<file path="src/rtl/guard_pkg.sv">
package guard_pkg;

    localparam int NUM_DOMAINS   = 16;
    localparam int DOM_W         = 2;
    localparam int PERM_W        = 2;
    localparam int SUBPAGES      = 4;
    localparam int ADDR_W        = 32;
    localparam int LARGE_SUB_LSB = 14;
    localparam int SMALL_SUB_LSB = 10;

    localparam int DOM_IDX_W = $clog2(NUM_DOMAINS);
    localparam int DACR_W    = NUM_DOMAINS * DOM_W;
    localparam int PERMSET_W = SUBPAGES * PERM_W;
    localparam int SUB_IDX_W = $clog2(SUBPAGES);

    typedef enum logic [1:0] {
        MAP_SECTION = 2'b00,
        MAP_LARGE   = 2'b01,
        MAP_SMALL   = 2'b10,
        MAP_TINY    = 2'b11
    } map_size_e;

    typedef enum logic [DOM_W-1:0] {
        DOM_NONE    = 2'b00,
        DOM_CLIENT  = 2'b01,
        DOM_RSVD    = 2'b10,
        DOM_MANAGER = 2'b11
    } dom_mode_e;

    typedef enum logic [PERM_W-1:0] {
        AP_NONE    = 2'b00,
        AP_PRIV    = 2'b01,
        AP_USER_RO = 2'b10,
        AP_FULL    = 2'b11
    } perm_e;

    typedef enum logic [1:0] {
        FLT_NONE   = 2'b00,
        FLT_DOMAIN = 2'b01,
        FLT_PERM   = 2'b10
    } fault_e;

    typedef struct packed {
        logic   allow;
        logic   abort;
        fault_e fault;
    } verdict_t;

    // Decide whether one permission code grants the given access.
    function automatic logic perm_grants(perm_e ap, logic is_write, logic is_priv);
        logic ok;
        case (ap)
            AP_NONE:    ok = 1'b0;
            AP_PRIV:    ok = is_priv;
            AP_USER_RO: ok = is_priv | ~is_write;
            AP_FULL:    ok = 1'b1;
            default:    ok = 1'b0;
        endcase
        return ok;
    endfunction

    // Combine the domain mode and the permission result into a verdict.
    function automatic verdict_t judge(dom_mode_e mode, logic granted);
        verdict_t v;
        case (mode)
            DOM_MANAGER: v = '{allow: 1'b1, abort: 1'b0, fault: FLT_NONE};
            DOM_CLIENT: begin
                if (granted) v = '{allow: 1'b1, abort: 1'b0, fault: FLT_NONE};
                else         v = '{allow: 1'b0, abort: 1'b1, fault: FLT_PERM};
            end
            default:     v = '{allow: 1'b0, abort: 1'b1, fault: FLT_DOMAIN};
        endcase
        return v;
    endfunction

endpackage

</file>
<file path="src/rtl/guard_domain_sel.sv">
module guard_domain_sel
    import guard_pkg::*;
(
    input  logic [DACR_W-1:0]    dacr,
    input  logic [DOM_IDX_W-1:0] dom,
    output dom_mode_e            mode
);

    dom_mode_e modes [NUM_DOMAINS];

    for (genvar g = 0; g < NUM_DOMAINS; g++) begin : g_split
        assign modes[g] = dom_mode_e'(dacr[g*DOM_W +: DOM_W]);
    end

    assign mode = modes[dom];

endmodule

</file>
<file path="src/rtl/guard_subpage_mux.sv">
module guard_subpage_mux
    import guard_pkg::*;
(
    input  map_size_e             size,
    input  logic [ADDR_W-1:0]     vaddr,
    input  logic [PERMSET_W-1:0]  perm_set,
    output perm_e                 ap
);

    localparam logic [ADDR_W-1:0] QMASK     = ADDR_W'((1 << SUB_IDX_W) - 1);
    localparam logic [ADDR_W-1:0] USED_MASK = (QMASK << LARGE_SUB_LSB) |
                                              (QMASK << SMALL_SUB_LSB);

    perm_e                fields [SUBPAGES];
    logic [SUB_IDX_W-1:0] idx;
    logic                 unused_vaddr;

    for (genvar g = 0; g < SUBPAGES; g++) begin : g_field
        assign fields[g] = perm_e'(perm_set[g*PERM_W +: PERM_W]);
    end

    always_comb begin
        case (size)
            MAP_LARGE: idx = vaddr[LARGE_SUB_LSB +: SUB_IDX_W];
            MAP_SMALL: idx = vaddr[SMALL_SUB_LSB +: SUB_IDX_W];
            default:   idx = '0;
        endcase
    end

    assign ap           = fields[idx];
    assign unused_vaddr = ^(vaddr & ~USED_MASK);

endmodule

</file>
<file path="src/rtl/guard_perm_eval.sv">
module guard_perm_eval
    import guard_pkg::*;
(
    input  perm_e ap,
    input  logic  is_write,
    input  logic  is_priv,
    output logic  granted
);

    assign granted = perm_grants(ap, is_write, is_priv);

endmodule

</file>
<file path="src/rtl/access_guard.sv">
module access_guard
    import guard_pkg::*;
(
    input  logic                 clk,
    input  logic                 rst,
    input  logic                 req_valid,
    input  logic [1:0]           req_size,
    input  logic [DOM_IDX_W-1:0] req_domain,
    input  logic [PERMSET_W-1:0] req_perm,
    input  logic [ADDR_W-1:0]    req_vaddr,
    input  logic                 req_write,
    input  logic                 req_priv,
    input  logic [DACR_W-1:0]    dacr,
    output logic                 rsp_valid,
    output logic                 rsp_allow,
    output logic                 rsp_abort,
    output logic [1:0]           rsp_fault,
    output logic                 fault_pulse
);

    dom_mode_e mode;
    perm_e     ap;
    logic      granted;
    verdict_t  next_v;
    verdict_t  held_v;
    logic      valid_q;
    logic      pulse_q;

    guard_domain_sel i_dom (
        .dacr (dacr),
        .dom  (req_domain),
        .mode (mode)
    );

    guard_subpage_mux i_sub (
        .size     (map_size_e'(req_size)),
        .vaddr    (req_vaddr),
        .perm_set (req_perm),
        .ap       (ap)
    );

    guard_perm_eval i_perm (
        .ap       (ap),
        .is_write (req_write),
        .is_priv  (req_priv),
        .granted  (granted)
    );

    assign next_v = judge(mode, granted);

    always_ff @(posedge clk) begin
        if (rst) begin
            valid_q <= 1'b0;
            pulse_q <= 1'b0;
            held_v  <= '{allow: 1'b0, abort: 1'b0, fault: FLT_NONE};
        end else begin
            valid_q <= req_valid;
            pulse_q <= req_valid & next_v.abort;
            if (req_valid) held_v <= next_v;
        end
    end

    assign rsp_valid   = valid_q;
    assign rsp_allow   = held_v.allow;
    assign rsp_abort   = held_v.abort;
    assign rsp_fault   = held_v.fault;
    assign fault_pulse = pulse_q;

endmodule

</file>
<file path="config.mk">
export PLATFORM = sky130hd
export DESIGN_NAME = access_guard
export DESIGN_NICKNAME = d
export VERILOG_FILES = /design/src/rtl/guard_pkg.sv /design/src/rtl/guard_domain_sel.sv /design/src/rtl/guard_subpage_mux.sv /design/src/rtl/guard_perm_eval.sv /design/src/rtl/access_guard.sv
export SDC_FILE = /design/constraint.sdc
export NUM_CORES = 1
export LEC_CHECK = 0
export ABC_AREA = 1
export BUFFER_PORTS_ARGS = -buffer_cell sky130_fd_sc_hd__buf_2
export CELL_PAD_IN_SITES_DETAIL_PLACEMENT = 2
export CELL_PAD_IN_SITES_GLOBAL_PLACEMENT = 2
export CORE_ASPECT_RATIO = 0.7
export CORE_MARGIN = 2
export CORE_UTILIZATION = 12
export CTS_CLUSTER_DIAMETER = 100
export DETAILED_ROUTE_END_ITERATION = 7
export PLACE_DENSITY = 0.79
export SLEW_MARGIN = 20
export SYNTH_ARGS = -nofsm -noshare
export SYNTH_HDL_FRONTEND = slang
export SYNTH_HIERARCHICAL = 1
export SYNTH_SLANG_ARGS = --single-unit
</file>
<file path="constraint.sdc">
create_clock -name clk -period 1.5 [get_ports clk]
set_input_delay 0.375 -clock clk [delete_from_list [all_inputs] [get_ports clk]]
set_output_delay 0.375 -clock clk [all_outputs]
set_load 0.05 [all_outputs]
</file>
==> impl_metrics.toml, run 1 <==
[run_status]
status = "finished, final reports clean"

[place]
pre_cts_ws_ns = -0.3163
dp_cells = 319
dp_hpwl_mm = 2.952
portBuffers = 60
placedInstanceArea_mm2 = 0.001290
gp_congestion = 0.7153

[layout]
layout-drive-gt1-share_pct = 43.86
diodes = 0
nets = 315
stdcell_count = 322
fin_area_mm2 = 0.001463
fin_util_pct = 21.65
fillCellCount = 896
areaGrowthSynthToFinish_pct = 74.74

[yosys]
yosys.cell_types.count = 18
synth_commonest_cells = "nand2_1, inv_1, nand3_1"
yosys_warnings = 6
synth_area_leaders = "nand2_1, nand3_1, inv_1"
muxShareOfSynthArea_pct = 0
syn_area_per_cell_um2 = 5.073
synth_xor_area_share_pct = 0
synth_compound_area_share_pct = 4.933
synth_edf_count = 0
yosysSeqAreaShare_pct = 14.35
synth_top_family_by_area = "simple AND/OR/NAND/NOR gates"
yosysMostFrequentCell = "nand2_1"
synth_top_area_share_pct = 27.35
synth_adder_area_share_pct = 2.990
synthCells = 165
syn-cell-area_um2 = 837.1
synthSimpleGateAreaFrac_pct = 52.32
synth_top_area_cell = "nand2_1"
synth_nets = 250
synth_seq_cells = 6
synthFlopType = "dfxtp_1"
async_reset_ff_share_pct = 0

[setup_path]
path_class = "input pin to flop"
r2r_end = "rsp_abort"
crit_top_cell = "nand2_2"
crit_required_ns = 1.61
crit_arrival_ns = 1.61
ff2ff_path_depth = 2
crit_path_end_kind = "flop"
critPathMaxFanout = 6
slowest_stage = "ha_4"
slowest_delay_ns = 0.29
worstSetupStartpoint = "req_size[0]"
cp-start-kind = "input pin"
path_cells = "buf_8 -> inv_4 -> ha_4 -> clkinv_8 -> nand2_8 -> nand2_4 -> nand3_2 -> nand2_2 -> o21ai_2 -> nand2_1 -> inv_1 -> nand2_2 -> nand2_2 -> a21oi_2"
r2r_start = "rsp_abort"
rrSetupSlack_ns = 0.90

[power_and_ir_drop]
p_per_area_mw_per_mm2 = 555.6
cellLeakagePower_nw = 0.8725
max-vdd-ir-drop_uv = 174.0
finalPower_mw = 0.8127

[timing]
worst_clock_skew_ns = 0
rsz0062_at_grt = "yes"
drv_slew = 0
fin_crit_sh_pct = 99.61
tightest_slew_ns = 0.2617
max_clock_freq_mhz = 669.3
worst_slack_ns = 0.005861
setup_violations = 0
slew-limit-headroom_pct = 82.67
hold_viol = 0
min_period_ns = 1.494

[route]
drt_first_iter_violations = 25
wire_per_inst_um = 10.90
vias = 1198
via_per_inst = 3.720
wirelength_mm = 3.509
dr.pass1.iters = 4
ant_nets = 0
post-route-drc-count = 0

[clocking]
cts_setup_buffers = 0
cts_made_buffers = 3
worstSkewPairLatency_ns = 0.22
cts_root_buf = "clkbuf_8"
cts_max_level = 1
cts.path.max_buffers = 2
cts_tree = "done"
cts_num_sinks = 6
cts.clk_slew.worst_paths_ns = 0.03

[die]
initial_core_util_pct = 12.39
rows = 25
die_area_mm2 = 0.007670
num_io_pins = 89
die_y_um = 73.88
dieWidth_um = 103.8
coreArea_mm2 = 0.006756

[global_route]
track_usage_pct = 8.919
grt_antenna_before_repair = 0
grt_pass1_wl_mm = 5.644
first_global_vias = 1243
grt_max_degree = 17
overflow = 0

[hold_path]
hold_path_depth = 2
hp-class = "input pin to flop"
hold_start = "rst"
min_to = "rsp_allow"

[run]
maxCapViolations = 0
power by group:
| group | internal (mW) | total [mW] | leakage (nW) | switching [mW] |
|---|---|---|---|---|
| logic | 0.163 | 0.395 | 0.801 | 0.233 |
| registers | 0.172 | 0.177 | 0.0496 | 0.00447 |
| clock network | 0.172 | 0.241 | 0.0216 | 0.0687 |
metal layers:
| layer | wire, um | vias to the layer above | track usage [%] |
|---|---|---|---|
| li1 | - | 613 | - |
| met1 | 1489 | 554 | 10.26 |
| met2 | 1801 | 31 | 16.67 |
| met3 | 219 | 0 | 2.130 |
| met4 | 0 | 0 | 2.703 |
| met5 | 0 | - | 0 |
sequential cells by signal, indices dropped and copies added (netlist names):
register / cells
fault_pulse: 1
rsp_abort: 1
rsp_allow: 1
rsp_fault: 2
rsp_valid: 1
layout make-up:
| class | count | area (um^2) | area share (%) |
|---|---|---|---|
| inverters | 46 | 192.7 | 13.17 |
| multi-input cells | 109 | 619.3 | 42.34 |
| flip-flops and latches | 6 | 120.1 | 8.212 |
| clock buffers | 3 | 41.29 | 2.823 |
| repair buffers | 64 | 371.6 | 25.41 |
| well taps | 94 | 117.6 | 8.041 |
cell families (layout without fill, tap and decap cells):
kind of cell | after synthesis | in the layout
and+or+nand+nor | 100 | 100
DFF | 6 | 6
adders and majority gates | 2 | 2
buffers and inverters | 50 | 113
AOI/OAI and AO/OA | 7 | 7
how the worst max path moves through the flow:
stage                               to
after floorplan              rsp_allow
after global placement       rsp_allow
after detailed placement     rsp_allow
after CTS                    rsp_allow
after global routing      rsp_fault[1]
final                        rsp_allow
per-stage QoR:
stage	hold WS (ns)	setup TNS, ns
after floorplan	0.4441	0
after global placement	0.4518	-0.7946
after detailed placement	0.4573	-1.137
after CTS	0.3608	0
after global routing	0.3792	-0.3725
final	0.3658	0
timing repair:
action                                  CTS  global route
pin swaps                                 9            14
resized for setup                        10            25
hold buffers                              0             0
endpoints found under the setup margin    4             4
critical path: cells and delay by family:
family | cells | cell delay (ns)
compound gates | 2 | 0.17
fa+ha+maj | 1 | 0.29
buf+inv | 4 | 0.28
simple gates | 7 | 0.51
cells in the final DEF (no fill, tap or decap):
cell,instances
buf_2,58
nand2_1,53
inv_1,35
nand3_1,28
inv_2,7
dfxtp_1,6
nand2_2,5
nand2_4,5
nand3_2,4
clkbuf_8,3
inv_4,3
nor2_1,2
a21oi_1,2
buf_12,2
buf_4,2
nand2_8,2
ha_4,2
nor2_2,1
a21boi_2,1
o21ai_1,1
a21oi_2,1
o21ai_0,1
o21ai_2,1
clkinv_8,1
buf_8,1
buf_6,1
No activity file was read; power rests on OpenSTA's default activity.
==> run 2: changes to the inputs <==
Settings changed: CORE_ASPECT_RATIO 0.7 to 0.6, HOLD_SLACK_MARGIN from default to 0.02.
==> run 2 against run 1 <==
Effect of this change: combinational power shrank 5.6%; die area is 0.15% higher; sequential power about the same; clock power rose by 78%; power up 20%; wire length increased by 0.57%; critical path depth increased by 1; largest power group is now clock.
==> impl_metrics.toml, run 2 (synthesis results as in run 1) <==
[clocking]
cts_tree = "done"
cts_num_sinks = 6
cts.path.max_buffers = 2
cts.clk_slew.worst_paths_ns = 0.03
cts.hold.buffers_added = 0
cts_root_buf = "clkbuf_16"
cts_max_level = 1
cts_made_buffers = 3
worstSkewPairLatency_ns = 0.23

[timing]
max_clock_freq_mhz = 691.9
rsz0062_at_grt = "yes"
min_period_ns = 1.445
tightest_slew_ns = 0.2614
setup_violations = 0
worst_clock_skew_ns = 0
hold_viol = 0
drv_slew = 0
fin_crit_sh_pct = 96.35
slew-limit-headroom_pct = 82.70
hold_ws_ns = 0.3738
worst_slack_ns = 0.05474

[hold_path]
hold_start = "rst"
hp-class = "input pin to flop"
hold_path_depth = 2
min_to = "rsp_allow"

[setup_path]
crit_arrival_ns = 1.56
path_class = "input pin to flop"
crit_top_cell = "nand2_2"
ff2ff_path_depth = 2
slowest_stage = "ha_4"
crit_required_ns = 1.62
path_cells = "buf_8 -> inv_4 -> ha_4 -> nand2_4 -> nand2_4 -> buf_4 -> nand3_1 -> nand3_1 -> nand2_1 -> o21ai_2 -> nand2_2 -> inv_1 -> nand2_2 -> nand2_2 -> a21oi_2"
worstSetupStartpoint = "req_size[1]"
r2r_start = "rsp_abort"
critPathMaxFanout = 5
crit_path_end_kind = "flop"
r2r_end = "rsp_abort"
cp-start-kind = "input pin"
slowest_delay_ns = 0.14
rrSetupSlack_ns = 0.89

[die]
die_area_mm2 = 0.007681
coreArea_mm2 = 0.006705
num_io_pins = 89
die_y_um = 68.70
rows = 23
dieWidth_um = 111.8
initial_core_util_pct = 12.48

[route]
vias = 1177
dr.pass1.iters = 3
via_per_inst = 3.737
wire_per_inst_um = 11.20
post-route-drc-count = 0
drt_first_iter_violations = 16
ant_nets = 0
wirelength_mm = 3.529

[global_route]
grt_pass1_wl_mm = 5.782
first_global_vias = 1301
grt_antenna_before_repair = 1
grt_max_degree = 17
track_usage_pct = 9.406
overflow = 0

[place]
dp_hpwl_mm = 3.087
dp_cells = 311
portBuffers = 60
placedInstanceArea_mm2 = 0.001249
gp_congestion = 0.7275
pre_cts_ws_ns = -0.3161

[power_and_ir_drop]
combPwrFrac_pct = 38.1
finalPower_mw = 0.9789
p_per_area_mw_per_mm2 = 683.9
power.net_switching_mw = 0.3142
seq_power_share_pct = 18.1
max-vdd-ir-drop_uv = 308.8
cellLeakagePower_nw = 0.8839
sw_frac_of_total_pct = 32.10
p_int_mw = 0.6647
clkPwrFrac_pct = 43.9

[layout]
areaGrowthSynthToFinish_pct = 71.00
layout-drive-gt1-share_pct = 44.30
layout_commonest_cell = "buf_2"
final_cell_mix = "buf_2, nand2_1, inv_1"
diodes = 0
nets = 315
fin_area_mm2 = 0.001431
stdcell_count = 315
largest_reg_flops = 2

[run_status]
status = "finished, final reports clean"

[run]
maxCapViolations = 0
## run 2: power groups by stage
| stage | combinational, mW | clock [mW] | sequential, mW |
|---|---|---|---|
| after CTS | 0.357 | 0.442 | 0.177 |
| final | 0.373 | 0.429 | 0.177 |
| after global placement | 0.327 | 0 | 0.179 |
| after detailed placement | 0.339 | 0 | 0.179 |
| after floorplan | 0.165 | 0 | 0.219 |
| after global routing | 0.424 | 0.458 | 0.179 |
## run 2: critical path, delay by kind of cell
kind	cells	cell delay, ns
compound gates	2	0.10
fa+ha+maj	1	0.14
buf+inv	4	0.35
simple gates	8	0.58
## run 2: layout make-up
type,count,area (um^2)
flip-flops and latches,6,120.1
multi-input cells,109,595.6
clock buffers,3,75.07
inverters,46,185.2
repair buffers,64,346.6
fillers,836,5274
well taps,87,108.9
## run 2: stage by stage
stage                     setup TNS [ns]  util, %
after CTS                              0    20.45
after floorplan                        0        -
after global placement           -0.8195    18.62
final                                  0    21.35
after detailed placement          -1.172    18.62
after global routing             -0.1069    21.35
## run 2: worst max path at each step
stage | to | depth (start not counted)
final | rsp_allow | 15
after global routing | rsp_allow | 15
after CTS | rsp_allow | 14
after detailed placement | rsp_allow | 15
after global placement | rsp_allow | 15
after floorplan | rsp_allow | 13
## run 2: metal layers
layer	routed length [um]	GRT usage (%)	up-vias	part of all wire (%)
met5	0	0	-	0
met4	0	1.852	0	0
met3	216	2.185	0	6.1
met2	1682	17.12	38	48
met1	1629	11.68	527	46
li1	-	-	612	-
## run 2: repair_timing
item                                    in CTS  in global routing
endpoints found under the setup margin       4                  4
pin swaps                                   11                  8
gates resized for setup                     15                 15
setup buffers                                0                  1
hold endpoints to repair                     0                  0
